## config.mk

```make
export PLATFORM = sky130hd
export DESIGN_NAME = ctl_serial_port
export DESIGN_NICKNAME = d
export VERILOG_FILES = /design/src/rtl/ctl_sp_pkg.sv /design/src/rtl/ctl_sp_sync.sv /design/src/rtl/ctl_sp_frame.sv /design/src/rtl/ctl_sp_regs.sv /design/src/rtl/ctl_serial_port.sv
export SDC_FILE = /design/constraint.sdc
export NUM_CORES = 1
export LEC_CHECK = 0
export CAP_MARGIN = 20
export CORE_MARGIN = 2
export CORE_UTILIZATION = 50
export DETAILED_ROUTE_END_ITERATION = 16
export PLACE_DENSITY_LB_ADDON = 0.08
export SLEW_MARGIN = 20
export SYNTH_ARGS = -nofsm -noshare
export SYNTH_HDL_FRONTEND = slang
export SYNTH_SLANG_ARGS = --single-unit
```

## constraint.sdc

```tcl
create_clock -name clk -period 2.6 [get_ports clk]
set_input_delay 0.65 -clock clk [delete_from_list [all_inputs] [get_ports clk]]
set_output_delay 0.65 -clock clk [all_outputs]
set_load 0.02 [all_outputs]
```

## src/rtl/ctl_sp_pkg.sv

```systemverilog
package ctl_sp_pkg;
  localparam int CHIP_W     = 2;
  localparam int ADDR_W     = 5;
  localparam int DATA_W     = 8;
  localparam int HDR_W      = CHIP_W + 1 + ADDR_W;
  localparam int FRAME_W    = HDR_W + DATA_W;
  localparam int NUM_STICKY = 4;
  localparam int NUM_LEVEL  = DATA_W - NUM_STICKY;
  localparam int NUM_IRQ    = 2;

  localparam logic [CHIP_W-1:0] CHIP_ID    = '0;
  localparam logic [ADDR_W-1:0] ADR_STATUS = 5'h05;

  typedef struct packed {
    logic [CHIP_W-1:0] chip;
    logic              wr;
    logic [ADDR_W-1:0] addr;
  } hdr_t;
endpackage

```

## src/rtl/ctl_sp_sync.sv

```systemverilog
module ctl_sp_sync #(
  parameter int              W       = 1,
  parameter int              STAGES  = 2,
  parameter logic [W-1:0]    RST_VAL = '0
) (
  input  logic         clk,
  input  logic         rst_n,
  input  logic [W-1:0] d,
  output logic [W-1:0] q
);
  logic [STAGES-1:0][W-1:0] stg_q;
  logic [STAGES-1:0][W-1:0] stg_d;

  generate
    if (STAGES == 1) begin : g_single
      always_comb stg_d = d;
    end else begin : g_chain
      always_comb stg_d = {stg_q[STAGES-2:0], d};
    end
  endgenerate

  always_ff @(posedge clk or negedge rst_n) begin
    if (!rst_n) stg_q <= {STAGES{RST_VAL}};
    else        stg_q <= stg_d;
  end

  assign q = stg_q[STAGES-1];
endmodule

```

## src/rtl/ctl_sp_frame.sv

```systemverilog
module ctl_sp_frame
  import ctl_sp_pkg::*;
(
  input  logic              clk,
  input  logic              rst_n,
  input  logic              cs_n,
  input  logic              sclk,
  input  logic              din,
  input  logic [DATA_W-1:0] rd_data,
  output logic              rd_req,
  output logic              wr_req,
  output logic [ADDR_W-1:0] reg_addr,
  output logic [DATA_W-1:0] wr_data,
  output logic              dout,
  output logic              dout_oe
);
  localparam int CNT_W = $clog2(FRAME_W + 1);
  localparam logic [CNT_W-1:0] CNT_HDR_LAST = CNT_W'(HDR_W - 1);
  localparam logic [CNT_W-1:0] CNT_HDR      = CNT_W'(HDR_W);
  localparam logic [CNT_W-1:0] CNT_LAST     = CNT_W'(FRAME_W - 1);
  localparam logic [CNT_W-1:0] CNT_FULL     = CNT_W'(FRAME_W);

  logic                 sclk_q, sclk_d;
  logic [CNT_W-1:0]     cnt_q, cnt_d;
  logic [FRAME_W-2:0]   rx_q, rx_d;
  logic [DATA_W-1:0]    tx_q, tx_d;
  logic                 oe_q, oe_d;
  logic                 rd_act_q, rd_act_d;

  logic                 rise, fall, hdr_done, frame_done;
  logic [FRAME_W-1:0]   rx_next;
  hdr_t                 hdr_now, hdr_full;

  assign rx_next    = {rx_q, din};
  assign hdr_now    = hdr_t'(rx_next[HDR_W-1:0]);
  assign hdr_full   = hdr_t'(rx_next[FRAME_W-1:DATA_W]);
  assign rise       = ~cs_n & sclk & ~sclk_q;
  assign fall       = ~cs_n & ~sclk & sclk_q;
  assign hdr_done   = rise && (cnt_q == CNT_HDR_LAST);
  assign frame_done = rise && (cnt_q == CNT_LAST);

  assign rd_req   = hdr_done && (hdr_now.chip == CHIP_ID) && !hdr_now.wr;
  assign wr_req   = frame_done && (hdr_full.chip == CHIP_ID) && hdr_full.wr;
  assign reg_addr = hdr_done ? hdr_now.addr : hdr_full.addr;
  assign wr_data  = rx_next[DATA_W-1:0];

  always_comb begin
    sclk_d   = sclk;
    cnt_d    = cnt_q;
    rx_d     = rx_q;
    tx_d     = tx_q;
    oe_d     = oe_q;
    rd_act_d = rd_act_q;
    if (cs_n) begin
      cnt_d    = '0;
      oe_d     = 1'b0;
      rd_act_d = 1'b0;
    end else begin
      if (rise && (cnt_q != CNT_FULL)) begin
        cnt_d = cnt_q + 1'b1;
        rx_d  = rx_next[FRAME_W-2:0];
      end
      if (hdr_done) rd_act_d = rd_req;
      if (rd_req)   tx_d     = rd_data;
      if (fall && rd_act_q) begin
        if (cnt_q == CNT_HDR)       oe_d = 1'b1;
        else if (cnt_q == CNT_FULL) oe_d = 1'b0;
        else if (oe_q)              tx_d = {tx_q[DATA_W-2:0], 1'b0};
      end
    end
  end

  always_ff @(posedge clk or negedge rst_n) begin
    if (!rst_n) begin
      sclk_q   <= 1'b0;
      cnt_q    <= '0;
      rx_q     <= '0;
      tx_q     <= '0;
      oe_q     <= 1'b0;
      rd_act_q <= 1'b0;
    end else begin
      sclk_q   <= sclk_d;
      cnt_q    <= cnt_d;
      rx_q     <= rx_d;
      tx_q     <= tx_d;
      oe_q     <= oe_d;
      rd_act_q <= rd_act_d;
    end
  end

  assign dout    = oe_q & tx_q[DATA_W-1];
  assign dout_oe = oe_q;

  AST_OE_OFF_WHEN_DESELECTED: assert property (@(posedge clk) disable iff (!rst_n)
    cs_n |=> !dout_oe);
  AST_DOUT_STABLE_ON_RISE: assert property (@(posedge clk) disable iff (!rst_n)
    (dout_oe && rise) |=> $stable(dout));
  AST_NO_WRITE_WHILE_DESELECTED: assert property (@(posedge clk) disable iff (!rst_n)
    cs_n |-> !wr_req && !rd_req);
endmodule

```

## src/rtl/ctl_sp_regs.sv

```systemverilog
module ctl_sp_regs
  import ctl_sp_pkg::*;
#(
  parameter logic [DATA_W-1:0] MASK_RST = '1
) (
  input  logic                  clk,
  input  logic                  rst_n,
  input  logic                  rd_req,
  input  logic                  wr_req,
  input  logic [ADDR_W-1:0]     reg_addr,
  input  logic [DATA_W-1:0]     wr_data,
  input  logic [NUM_STICKY-1:0] ev_set,
  input  logic [NUM_LEVEL-1:0]  lv_in,
  output logic [DATA_W-1:0]     rd_data,
  output logic [NUM_IRQ-1:0]    irq
);
  localparam int NUM_CTRL = int'(ADR_STATUS) - NUM_IRQ;

  logic [NUM_CTRL-1:0][DATA_W-1:0]   ctrl_q, ctrl_d;
  logic [NUM_IRQ-1:0][DATA_W-1:0]    mask_q, mask_d;
  logic [NUM_STICKY-1:0]             sticky_q, sticky_d;
  logic [NUM_IRQ-1:0]                irq_q, irq_d;
  logic [DATA_W-1:0]                 status;
  logic                              clr;

  assign status = {lv_in, sticky_q};
  assign clr    = rd_req && (reg_addr == ADR_STATUS);

  always_comb begin
    ctrl_d = ctrl_q;
    for (int k = 0; k < NUM_CTRL; k++) begin
      if (wr_req && (reg_addr == ADDR_W'(k))) ctrl_d[k] = wr_data;
    end
  end

  generate
    for (genvar ch = 0; ch < NUM_IRQ; ch++) begin : g_irq
      localparam logic [ADDR_W-1:0] MADR = ADDR_W'(NUM_CTRL + ch);
      assign mask_d[ch] = (wr_req && (reg_addr == MADR)) ? wr_data : mask_q[ch];
      assign irq_d[ch]  = |(status & ~mask_q[ch]);
    end
  endgenerate

  always_comb begin
    sticky_d = (clr ? '0 : sticky_q) | ev_set;
  end

  always_comb begin
    rd_data = '0;
    for (int k = 0; k < NUM_CTRL; k++) begin
      if (reg_addr == ADDR_W'(k)) rd_data = ctrl_q[k];
    end
    for (int ch = 0; ch < NUM_IRQ; ch++) begin
      if (reg_addr == ADDR_W'(NUM_CTRL + ch)) rd_data = mask_q[ch];
    end
    if (reg_addr == ADR_STATUS) rd_data = status;
  end

  always_ff @(posedge clk or negedge rst_n) begin
    if (!rst_n) begin
      ctrl_q   <= '0;
      mask_q   <= {NUM_IRQ{MASK_RST}};
      sticky_q <= '0;
      irq_q    <= '0;
    end else begin
      ctrl_q   <= ctrl_d;
      mask_q   <= mask_d;
      sticky_q <= sticky_d;
      irq_q    <= irq_d;
    end
  end

  assign irq = irq_q;

  AST_EVENT_NEVER_LOST: assert property (@(posedge clk) disable iff (!rst_n)
    (ev_set != '0) |=> ((sticky_q & $past(ev_set)) == $past(ev_set)));
  AST_READ_CLEARS_STICKY: assert property (@(posedge clk) disable iff (!rst_n)
    (clr && (ev_set == '0)) |=> (sticky_q == '0));
  AST_IRQ0_FULLY_MASKED: assert property (@(posedge clk) disable iff (!rst_n)
    (&mask_q[0]) |=> !irq[0]);
  AST_IRQ1_FULLY_MASKED: assert property (@(posedge clk) disable iff (!rst_n)
    (&mask_q[1]) |=> !irq[1]);
endmodule

```

## src/rtl/ctl_serial_port.sv

```systemverilog
module ctl_serial_port
  import ctl_sp_pkg::*;
#(
  parameter logic [DATA_W-1:0] MASK_RST    = '1,
  parameter int                SYNC_STAGES = 2
) (
  input  logic clk,
  input  logic rst_n,
  input  logic csel_n,
  input  logic sclk,
  input  logic sdin,
  output logic sdout,
  output logic sdout_oe,
  input  logic ev_qbuf,
  input  logic ev_cbuf,
  input  logic ev_fschg,
  input  logic ev_perr,
  input  logic lv_nonpcm,
  input  logic lv_invalid,
  input  logic lv_auto,
  input  logic lv_unlock,
  output logic irq0,
  output logic irq1
);
  logic              rst_sn;
  logic [2:0]        pins_s;
  logic              rd_req, wr_req;
  logic [ADDR_W-1:0] reg_addr;
  logic [DATA_W-1:0] wr_data, rd_data;
  logic [NUM_IRQ-1:0] irq;

  ctl_sp_sync #(.W(1), .STAGES(SYNC_STAGES), .RST_VAL(1'b0)) u_rst_sync (
    .clk(clk), .rst_n(rst_n), .d(1'b1), .q(rst_sn)
  );

  ctl_sp_sync #(.W(3), .STAGES(SYNC_STAGES), .RST_VAL(3'b100)) u_pin_sync (
    .clk(clk), .rst_n(rst_sn), .d({csel_n, sclk, sdin}), .q(pins_s)
  );

  ctl_sp_frame u_frame (
    .clk(clk), .rst_n(rst_sn),
    .cs_n(pins_s[2]), .sclk(pins_s[1]), .din(pins_s[0]),
    .rd_data(rd_data), .rd_req(rd_req), .wr_req(wr_req),
    .reg_addr(reg_addr), .wr_data(wr_data),
    .dout(sdout), .dout_oe(sdout_oe)
  );

  ctl_sp_regs #(.MASK_RST(MASK_RST)) u_regs (
    .clk(clk), .rst_n(rst_sn),
    .rd_req(rd_req), .wr_req(wr_req), .reg_addr(reg_addr), .wr_data(wr_data),
    .ev_set({ev_perr, ev_fschg, ev_cbuf, ev_qbuf}),
    .lv_in({lv_unlock, lv_auto, lv_invalid, lv_nonpcm}),
    .rd_data(rd_data), .irq(irq)
  );

  assign irq0 = irq[0];
  assign irq1 = irq[1];
endmodule

```

==> impl_metrics.toml <==
[status]
run_status = "complete, no violations"

[final_layout]
area_growth_pct = 14.3
fin_nets = 371
antenna_cells = 0
regArea_um2 = 2150
layout.cells.non_filler = 462
fill_cells = 650
drive_gt1_share_pct = 20.6
multi_input_area_um2 = 1700

[route]
drt-vias-per-instance = 5.65
dr.pass1.iters = 4
drc_errors = 0
ant_nets = 0
wl_mm = 8.16
first_iter_violations = 119
vias = 2611
wl_per_cell_um = 17.7

[critical_path]
cp_slowest_cell = "dfrtp_1"
end_kind = "register"
path_max_fanout = 11
crit_path_max_incr_delay_ns = 0.41
r2r-end = "u_regs.ctrl_q[12]"
cp.depth = 7
cp_num_buf_inv = 1
crit_chain = "ha_1, and4bb_1, nand2_2, mux2i_4, nor2b_1, buf_4, mux2_1"
worstPathRequired_ns = 2.82
cp-start-kind = "register"
path_delay_family = "simple AND/OR/NAND/NOR gates"
reg2regPathDepth = 7
cp.arrival_ns = 2.65
regToRegStartpoint = "u_frame.cnt_q[0]"
crit_type = "register to register"
ff2ff_setup_slack_ns = 0.17

[die]
die_h_um = 93.1
die_area_um2 = 8670
core-area_um2 = 7730
rows = 32
io_pins = 17
initial_core_util_pct = 51.4
die-width_um = 93.1

[clocking]
htreeDepth = 3
postCtsSetupBuffers = 0
cts_tree = "built"
clk_latency_ns = 0.35
cts-root-buf = "clkbuf_8"
clock_sinks = 85
cts_resized = 0
clk_pin_slew_worst_paths_ns = 0.08
cts_buffer_depth = 2
cts_buffers = 9
ctsHoldBuffers = 0

[logic_synthesis]
yosysSeqAreaShare_pct = 54.1
synth_ff_type = "dfrtp_1"
yosysMostFrequentCell = "dfrtp_1"
syn_avg_cell_area_um2 = 12.4
synth_area_leader_cell = "dfrtp_1"
syn-num-nets = 337
syn_area_um2 = 3970
synth_edf_count = 0
synthDistinctLibCells = 48
ys_ff_latch = 85
synth_commonest_cells = "dfrtp_1 (67), mux2_1 (48), dfstp_2 (18)"
syn-instance-count = 321
yosys_warnings = 0
async_flop_share_pct = 100
synth_top_area_share_pct = 42.2
ys_top_cells_by_area = "dfrtp_1 (42%), mux2_1 (14%), dfstp_2 (12%)"

[flow_run]
maxCapViolations = 0

[global_routing]
grt_pass1_vias = 2507
grt_pass1_wl_mm = 13.6
grt_max_degree = 41
grt_overflow = 0
gr-usage-all-layers_pct = 20.5
antenna_found_initial = 0

[sta]
max_freq_ghz = 0.412
finalMaxSlewViolations = 0
layout_min_cycle_time_ns = 2.43
relSlewSlack_pct = 66.4
worst_pin_slew_ns = 0.504
setup-violations-final = 0
fin_hold_ws_ns = 0.302
hold_viol = 0
fin_worst_skew_ns = 0.0125
fin_crit_sh_pct = 93.4
rsz0062_at_grt = "no"
fin_tns_setup_ns = 0

[placement]
dp_hpwl_mm = 5.95
port_buffers = 16
place.gp.congestion = 0.862
place_inst = 446

[power]
ir_drop_mv = 0.537
power.density_nw_per_um2 = 650
p_leak_nw = 2.03
total_power_mw = 2.95

[hold_path]
hp-class = "register to asynchronous set/reset pin"
==> stage by stage <==
stage	utilization, %	setup WS [ns]	area, um2
floorplan	-	0.0887	3970
global placement	56.2	0.238	4350
finish	58.8	0.172	4540
global route	58.8	0.0896	4540
CTS	58.8	0.190	4540
detailed placement	56.2	0.216	4350
==> metal layers <==
| metal | part of all wire [%] | wire [um] | vias up | global-route usage [%] |
|---|---|---|---|---|
| li1 | - | - | 1242 | - |
| met1 | 50 | 4090 | 1322 | 31.3 |
| met2 | 44 | 3630 | 39 | 29.4 |
| met3 | 4.1 | 333 | 8 | 5.08 |
| met4 | 1.3 | 106 | 0 | 5.39 |
| met5 | 0 | 0 | - | 0 |
==> registers in the layout, indices dropped and copies added, names as in the netlist, 2 cells and up <==
name and count:
u_frame.tx_q 8, u_regs.irq 2, u_regs.mask_q 16, u_regs.ctrl_q 24, u_frame.rx_q 15, u_regs.sticky_q 4
u_pin_sync.q 3, u_pin_sync.stg_d 3, u_frame.cnt_q 5
==> cells in the final DEF, fill, tap and decap left out, types with 3 or more instances in the layout <==
master	n
a21o_1	5
a21oi_1	7
a221oi_1	7
a22oi_1	11
a31oi_1	5
buf_4	21
clkbuf_8	10
clkdlybuf4s50_1	16
dfrtp_1	66
dfstp_2	18
ha_1	3
inv_1	13
mux2_1	48
mux2_2	9
mux2i_1	6
mux2i_2	3
nand2_1	15
nand3_1	8
nand3b_1	3
nor2_1	12
nor2b_1	7
o211a_1	4
o21a_1	3
o21ai_0	8
o21ai_1	7
o22ai_1	8
xor2_1	3
==> worst reg2reg max path: stages (launching register included) <==
cell      delay (ns)
dfrtp_1         0.41
ha_1            0.23
and4bb_1        0.23
nand2_2         0.34
mux2i_4         0.41
nor2b_1         0.18
buf_4           0.18
mux2_1          0.33
==> cell type report <==
type                            instances  area share, %
Multi-Input combinational cell        209           37.4
Tap cell                              102           2.81
Clock buffer                           12           3.20
Timing Repair Buffer                   37           7.00
Sequential cell                        85           47.4
Clock inverter                          4           1.10
Inverter                               13           1.07
==> how the worst max path moves through the flow <==
stage	from	end
final	u_frame.cnt_q[0]	u_regs.ctrl_q[12]
after detailed placement	u_frame.cnt_q[0]	u_regs.ctrl_q[12]
after global routing	u_frame.cnt_q[0]	u_regs.ctrl_q[14]
after CTS	u_frame.cnt_q[0]	u_regs.ctrl_q[12]
after floorplan	u_rst_sync.q	u_frame.cnt_q[0]
after global placement	u_frame.cnt_q[0]	u_regs.ctrl_q[10]
==> power breakdown <==
part	internal [mW]	leakage (nW)	switching, mW	total, mW
Clock	0.469	0.0926	0.444	0.913
Sequential	1.39	1.04	0.131	1.52
Combinational	0.238	0.893	0.278	0.516
==> logic make-up after synthesis <==
kind of cell	after synthesis	synth area share, %
AOI/OAI and AO/OA	71	12.3
xor gates and xnor gates	3	0.662
adders and majority gates	3	0.945
buffers and inverters	27	3.24
DFF	85	54.1
muxes	68	19.8
other	1	0.0944
and+or+nand+nor	63	8.85
Note: power is estimated with default switching activity, not from simulation.
